<file path="config.mk">
export PLATFORM = sky130hd
export DESIGN_NAME = aluBitSlice
export DESIGN_NICKNAME = d
export VERILOG_FILES = /design/src/rtl/aluBitSlicePkg.sv /design/src/rtl/aluSlice.sv /design/src/rtl/aluSliceCtrl.sv /design/src/rtl/aluDatapath.sv /design/src/rtl/aluBitSlice.sv
export SDC_FILE = /design/constraint.sdc
export NUM_CORES = 1
export LEC_CHECK = 0
export ABC_AREA = 1
export ABC_CLOCK_PERIOD_IN_PS = 45200
export BUFFER_PORTS_ARGS = -buffer_cell sky130_fd_sc_hd__buf_2
export CAP_MARGIN = 20
export CORE_UTILIZATION = 30
export DETAILED_ROUTE_END_ITERATION = 16
export MAX_ROUTING_LAYER = met4
export RECOVER_POWER = 50
export SETUP_SLACK_MARGIN = 0.3
export SLEW_MARGIN = 5
export SYNTH_ARGS = -nofsm -noshare
export SYNTH_HDL_FRONTEND = slang
export SYNTH_SLANG_ARGS = --single-unit
</file>
<file path="constraint.sdc">
create_clock -name vclk -period 45.2
set_input_delay 4.52 -clock vclk [all_inputs]
set_output_delay 4.52 -clock vclk [all_outputs]
set_load 0.03 [all_outputs]
</file>
<file path="src/rtl/aluBitSlicePkg.sv">
package aluBitSlicePkg;

  typedef enum logic [1:0] {
    OP_AND   = 2'd0,
    OP_OR    = 2'd1,
    OP_ARITH = 2'd2,
    OP_SLT   = 2'd3
  } aluOp_e;

  // strobes from the control decoder to every cell of the datapath
  typedef struct packed {
    logic selAnd;
    logic selOr;
    logic selSum;
    logic selLess;
    logic invB;
    logic carry0;
    logic ovfEn;
  } sliceCtl_t;

endpackage

</file>
<file path="src/rtl/aluSlice.sv">
module aluSlice
  import aluBitSlicePkg::*;
(
  input  logic      a,
  input  logic      b,
  input  logic      cIn,
  input  logic      less,
  input  sliceCtl_t ctl,
  output logic      resBit,
  output logic      cOut,
  output logic      ovfBit,
  output logic      setBit
);
  logic bEff;
  logic sumBit;

  assign bEff   = b ^ ctl.invB;
  assign sumBit = a ^ bEff ^ cIn;
  assign cOut   = (a & bEff) | (cIn & (a ^ bEff));

  // meaningful only where this cell holds the sign bit
  assign ovfBit = ~(a ^ bEff) & (sumBit ^ a);
  assign setBit = sumBit ^ ovfBit;

  always_comb begin
    if (ctl.selAnd)      resBit = a & bEff;
    else if (ctl.selOr)  resBit = a | bEff;
    else if (ctl.selSum) resBit = sumBit;
    else                 resBit = less;
  end
endmodule

</file>
<file path="src/rtl/aluSliceCtrl.sv">
module aluSliceCtrl
  import aluBitSlicePkg::*;
(
  input  logic [1:0] opSel,
  input  logic       invertB,
  input  logic       carryIn,
  output sliceCtl_t  ctl
);
  always_comb begin
    ctl        = '0;
    ctl.invB   = invertB;
    ctl.carry0 = carryIn;
    case (opSel)
      OP_AND:   ctl.selAnd = 1'b1;
      OP_OR:    ctl.selOr  = 1'b1;
      OP_ARITH: begin
        ctl.selSum = 1'b1;
        ctl.ovfEn  = 1'b1;
      end
      default: begin
        // comparison always runs the chain as A - B
        ctl.selLess = 1'b1;
        ctl.invB    = 1'b1;
        ctl.carry0  = 1'b1;
      end
    endcase
  end
endmodule

</file>
<file path="src/rtl/aluDatapath.sv">
module aluDatapath
  import aluBitSlicePkg::*;
#(
  parameter int WIDTH = 32
) (
  input  logic [WIDTH-1:0] opA,
  input  logic [WIDTH-1:0] opB,
  input  sliceCtl_t        ctl,
  output logic [WIDTH-1:0] result,
  output logic             ovfTop
);
  localparam int MSB = WIDTH - 1;

  logic             lessBack;
  logic [WIDTH-1:0] unusedOvf;
  logic [WIDTH-1:0] unusedSet;

  for (genvar i = 0; i < WIDTH; i++) begin : g_bit
    logic cIn, cOut, rBit, oBit, sBit, lessIn;
    if (i == 0) begin : g_lsb
      assign cIn    = ctl.carry0;
      assign lessIn = lessBack;
    end else begin : g_upper
      assign cIn    = g_bit[i-1].cOut;
      assign lessIn = 1'b0;
    end
    aluSlice u_slice (
      .a      (opA[i]),
      .b      (opB[i]),
      .cIn    (cIn),
      .less   (lessIn),
      .ctl    (ctl),
      .resBit (rBit),
      .cOut   (cOut),
      .ovfBit (oBit),
      .setBit (sBit)
    );
    assign result[i]    = rBit;
    assign unusedOvf[i] = oBit;
    assign unusedSet[i] = sBit;
  end

  // sign of A - B from the top cell returns to cell 0
  assign lessBack = g_bit[MSB].sBit;
  assign ovfTop   = g_bit[MSB].oBit;

  always_comb begin
    // only cell 0 may carry the comparison outcome
    a_r4_set_upper_clear: assert (!ctl.selLess || (result >> 1) == '0)
      else $error("set mode left upper result bits nonzero");
    // cell 0 carry-in follows the strobe
    a_r8_carry_origin: assert (g_bit[0].cIn == ctl.carry0)
      else $error("cell 0 carry-in mismatch");
  end
endmodule

</file>
<file path="src/rtl/aluBitSlice.sv">
module aluBitSlice
  import aluBitSlicePkg::*;
#(
  parameter int WIDTH = 32
) (
  input  logic [WIDTH-1:0] opA,
  input  logic [WIDTH-1:0] opB,
  input  logic [1:0]       opSel,
  input  logic             invertB,
  input  logic             carryIn,
  output logic [WIDTH-1:0] result,
  output logic             zero,
  output logic             overflow
);
  localparam int MSB = WIDTH - 1;

  sliceCtl_t ctl;
  logic      ovfTop;

  aluSliceCtrl u_ctrl (
    .opSel   (opSel),
    .invertB (invertB),
    .carryIn (carryIn),
    .ctl     (ctl)
  );

  aluDatapath #(.WIDTH(WIDTH)) u_dp (
    .opA    (opA),
    .opB    (opB),
    .ctl    (ctl),
    .result (result),
    .ovfTop (ovfTop)
  );

  assign zero     = ~|result;
  assign overflow = ovfTop & ctl.ovfEn;

  always_comb begin
    a_r1_and_within: assert (opSel != 2'd0 || (result & ~opA) == '0)
      else $error("AND result has bits outside opA");
    a_r2_or_covers: assert (opSel != 2'd1 || (result & opA) == opA)
      else $error("OR result drops bits of opA");
    a_r4_set_signed: assert (opSel != 2'd3 || result[0] == ($signed(opA) < $signed(opB)))
      else $error("set result disagrees with signed compare");
    a_r5_ovf_signs: assert (!overflow ||
                            (opSel == 2'd2 && opA[MSB] == (opB[MSB] ^ invertB) && result[MSB] != opA[MSB]))
      else $error("overflow raised without sign conflict");
    a_r6_zero_equal: assert (!(opSel == 2'd2 && invertB && carryIn && zero) || opA == opB)
      else $error("zero after subtract with unequal operands");
  end
endmodule

</file>
## Word level (Yosys, flattened, before mapping)

Index checks and enable logic that the tools add are counted.

- Input port bits: 68
- Output and inout bits: 34
- Logic and storage cells: 333
- Bits in registers: 0

- Bitwise gates (word level): 227
- Equality and inequality tests: 2
- Multiplexer cells: 100
- Reductions and logical operators: 4

Operators by type and width:

| cell | number |
|---|---|
| 2-to-1 mux 1 bit | 99 |
| XOR 1 bit | 98 |
| bitwise AND 1 bit | 65 |
| OR 1 bit | 63 |
| OR reduction 32 bit | 1 |
| OR reduction 3 bit | 1 |
| == test 2 x 1 -> 1 bit (second input constant) | 1 |
| == test 2 bit (second input constant) | 1 |
| logical NOT 2 bit | 1 |
| 2-to-1 mux 2 bit | 1 |
| logical NOT 1 bit | 1 |
| NOT 1 bit | 1 |

## Logic depth before layout (Yosys ltp)

- Word-level depth: 76
- Depth in mapped cells: 47
- Mapped depth without buffers: 46

## Hierarchy

A second synthesis with hierarchy kept.

- Cell total of the unflattened synthesis: 814
- Area total of the unflattened synthesis: 4620.7 um^2

By module, submodules not included:

| module | times used | area an instance (um^2) | cells each |
|---|---|---|---|
| aluSlice | 32 | 131.4 | 23 |
| aluDatapath | 1 | 244.0 | 33 |
| aluBitSlice | 1 | 123.9 | 33 |
| aluSliceCtrl | 1 | 48.8 | 12 |

## Least setup slack after synthesis

OpenSTA, ideal clock, no wires.

- Path type: input -> output
- From: input port opSel[1]
- To: output port zero
- Arrival: 18.262 ns
- Cell stages on the path: 46
- Buffers on the path: 1
- Required time: 40.680 ns
- Setup slack: 22.418 ns
- Cell sequence: buf_4 -> nand2_2 -> nand2_4 -> xor2_1 -> fa_1 -> inv_1 -> fa_1 -> inv_1 -> fa_1 -> fa_1 -> fa_1 -> fa_1 -> fa_1 -> fa_1 -> fa_1 -> fa_1 -> fa_1 -> fa_1 -> [10 not listed] -> fa_1 -> fa_1 -> fa_1 -> fa_1 -> fa_1 -> fa_1 -> fa_1 -> fa_1 -> inv_1 -> fa_1 -> nand2_1 -> nand3_1 -> nand2_1 -> nand2_1 -> nand2_1 -> nor2_1 -> nand3_1 -> nor2_1

- Word-level cells in the longest chain between the ends: 76
- Elaborated cells on any way between the ends: 332

Ends and longest elaborated chain:

| what | RTL line | source |
|---|---|---|
| start, declared | aluBitSlice.sv:8 | `input logic [1:0] opSel,` |
| == test 2 x 1 -> 1 bit (tied with other cells) | aluSliceCtrl.sv:13 | `case (opSel)` |
| OR reduction 3 bit (no source line) | n/a |  |
| 2-to-1 mux 2 bit | aluSliceCtrl.sv:13 |  |
| XOR 1 bit | aluSlice.sv:17 | `assign bEff = b ^ ctl.invB;` |
| XOR 1 bit | n/a |  |
| bitwise AND 1 bit | aluSlice.sv:19 | `assign cOut = (a & bEff) \| (cIn & (a ^ bEff));` |
| OR 1 bit | aluSlice.sv:19 |  |
| bitwise AND 1 bit | aluSlice.sv:19 |  |
| [60 not listed] | n/a |  |
| XOR 1 bit | aluSlice.sv:22 | `assign ovfBit = ~(a ^ bEff) & (sumBit ^ a);` |
| bitwise AND 1 bit | aluSlice.sv:22 |  |
| XOR 1 bit | aluSlice.sv:23 | `assign setBit = sumBit ^ ovfBit;` |
| 2-to-1 mux 1 bit | aluSlice.sv:28 | `else if (ctl.selSum) resBit = sumBit;` |
| 2-to-1 mux 1 bit | aluSlice.sv:27 | `else if (ctl.selOr) resBit = a \| bEff;` |
| 2-to-1 mux 1 bit | aluSlice.sv:26 | `if (ctl.selAnd) resBit = a & bEff;` |
| OR reduction 32 bit (*) | aluBitSlice.sv:35 | `assign zero = ~\|result;` |
| logical NOT 1 bit (*) | aluBitSlice.sv:35 |  |
| end, declared | aluBitSlice.sv:12 | `output logic zero,` |

Mark *: on every way between the ends. The rest lies on a longest branch, timed or not.

## Worst setup path after layout

Ends and elaborated chain as after synthesis.

==> impl_results.md <==
* CP startpoint: opSel[1]
* Total GRT Usage at 14.18%
* DR WL/cell at 11.77 microns
* Simple-gate portion of the synthesized area at 23.77%
* Worst rel slew slack at -24.60%
* Die H at 106.2 microns
* Setup repair after global routing missed its margin: false
* Slew @ Worst Pin at 1.864 ns
* DR iter-0 viols at 124
* Final estimated routing congestion in global placement at 0.8021
* Net count after synthesis at 620
* Setup WS pre-CTS at 21.02 ns
* Top-count cell post-synth: inv_1
* Grt ovf at 0
* Initial antenna violation count at 0
* Final worst path period share at 56.84%
* Fin nets at 681
* Hold endpoint: overflow
* Starting Density at 31.28%
* CP most frequent cell: fa_1
* Sequential area share after synthesis at 0%
* Largest net degree at the start of global routing at 33
* Main combinational cell family by area after synthesis: adder cells
* Largest fanout on the critical path at 32
* P_leak at 2.138 nW
* Seq Cell Count at 0
* Critical Path RT at 40.68 ns
* DR DRC count at 0
* Cts repair resizes at 0
* Synth top cells by count: inv_1 (106), nand2_1 (79), ha_1 (64), nand3_1 (43), buf_4 (37)
* Final Hold Vio Count at 0
* Worst Slack Setup Final at 19.51 ns
* Placeable Area at 10,420 sq um
* Startpoint Class: primary input
* Final Setup Violations at 0
* Failing checks: capacitance limit, slew limit
* Cells after Synth at 457
* I/O Pins at 102
* Data arrival, critical path at 21.17 ns
* FF/Latch Area at 0 sq um
* Vias per cell at 4.172
* P per Cell Area at 14.68 nW/um^2
* Port Buffer Count at 102
* Number of hold buffers added after CTS at 0
* Area share of fa/ha/maj cells after synthesis at 43.63%
* Initial DRT Pass Iterations at 4
* Number of global-route vias before repair at 2,693
* Status: complete, but fails checks
* Synth Warn # at 0
* Synthesized area per cell at 7.129 sq um
* Die width at 106.2 microns
* Max-slew violations at 33
* Area contributors post-synth: ha_1 (25%), fa_1 (19%), inv_1 (12%), nand2_1 (9.1%), buf_4 (8.5%)
* First-pass GRT wire length at 12,650 microns
* Setup TNS at 0 ns
* Ratio of cells with drive above 1 in the final layout at 19.19%
* Row count at 37
* Final Critical Period at 25.69 ns
* Post-synth top area share at 24.58%
* Critical-path top delay cell: nand2_1
* CP peak stage delay at 1.38 ns
* Layout clock buffers at 0
* Cell Area, Synth at 3258 sq um
* Unique cell type count in the Yosys netlist at 21
* Vias post-DR at 2,720
* Setup Buffers After CTS at 0
* Mux share of post-synthesis cell area at 0%
* Antenna Nets Post-Route at 0
* Area growth syn-to-layout at 10.02%
* HPWL after DPL at 6504 microns
* Synth Area in Compound Gates at 0.4608%
* Yosys top cell by area: ha_1
* VDD IR max at 0.007170 mV
* Hold path depth at 4
* Hold Slack at 9.555 ns
* Antenna Diode Count at 0
* Worst Hold Class: in -> out
* MaxCap Viol Count at 1
* Critical path class: in -> out
* Fmax at 0.03893 GHz
* Total power draw at 0.05261 mW
* Post-Synth XOR/XNOR Area at 9.793%
* Critical path endpoint category: primary output
* Total die area at 11,280 sq um
* Routed WL at 7671 microns
* Min-delay src: opA[31]
[layer usage]
layer / global-route usage [%] / vias to the layer above / routed length (microns)
met2: 26.86 / 63 / 4000
met3: 0.5518 / 0 / 298
met5: - / - / 0
met1: 17.61 / 1257 / 3373
met4: 0.09921 / 0 / 0
li1: - / 1400 / -
[cell type report]
type,instances,area (sq um)
fillers,1162,6832
multi-input cells,307,2522
inverters,107,401.6
repair buffers,102,490.5
well taps,136,170.2
[layout by cell type, fill, tap and decap left out, types with 3 or more instances in the layout]
| cell type | synthesis | routed |
|---|---|---|
| o21ai_0 | 3 | 3 |
| xor2_1 | 29 | 29 |
| nor2_1 | 36 | 36 |
| fa_1 | 31 | 31 |
| nand3_1 | 43 | 43 |
| nand3b_1 | 4 | 4 |
| ha_1 | 64 | 64 |
| nand2_1 | 79 | 80 |
| nor3_1 | 4 | 4 |
| clkbuf_1 | 0 | 16 |
| buf_2 | 3 | 86 |
| xor2_2 | 4 | 4 |
| inv_1 | 106 | 106 |
[cells by family (layout without fill, tap and decap cells)]
group,Yosys count,after routing
xor gates and xnor gates,33,33
buffers and inverters,150,209
and+or+nand+nor,176,176
adders and majority gates,95,95
AOI/OAI and AO/OA,3,3
[critical path: cells and delay by family]
family,cells,cell delay (ns)
buf+inv,5,1.35
simple gates,10,2.18
xor+xnor,1,0.34
fa+ha+maj,31,12.74
[worst max-delay path by stage]
stage                     endpoint  cells after the start  slack [ns]
after floorplan               zero                     46       22.42
after global placement        zero                     47       21.19
after detailed placement      zero                     47       21.02
after CTS                     zero                     47       20.99
after global routing          zero                     47       18.57
final                         zero                     47       19.51
[power by group]
part	internal [mW]	switching, mW
combinational	0.0178	0.0348
clock	0	0
sequential	0	0
[stage by stage]
stage          util, %  cells  instance area (sq um)
3_3_place_gp     34.68    652                   3612
6_report         34.41    652                   3585
5_1_grt          34.41    652                   3585
4_1_cts          34.68    652                   3612
3_5_place_dp     34.68    652                   3612
2_1_floorplan        -    457                   3258
(Power assumes the default switching activity.)
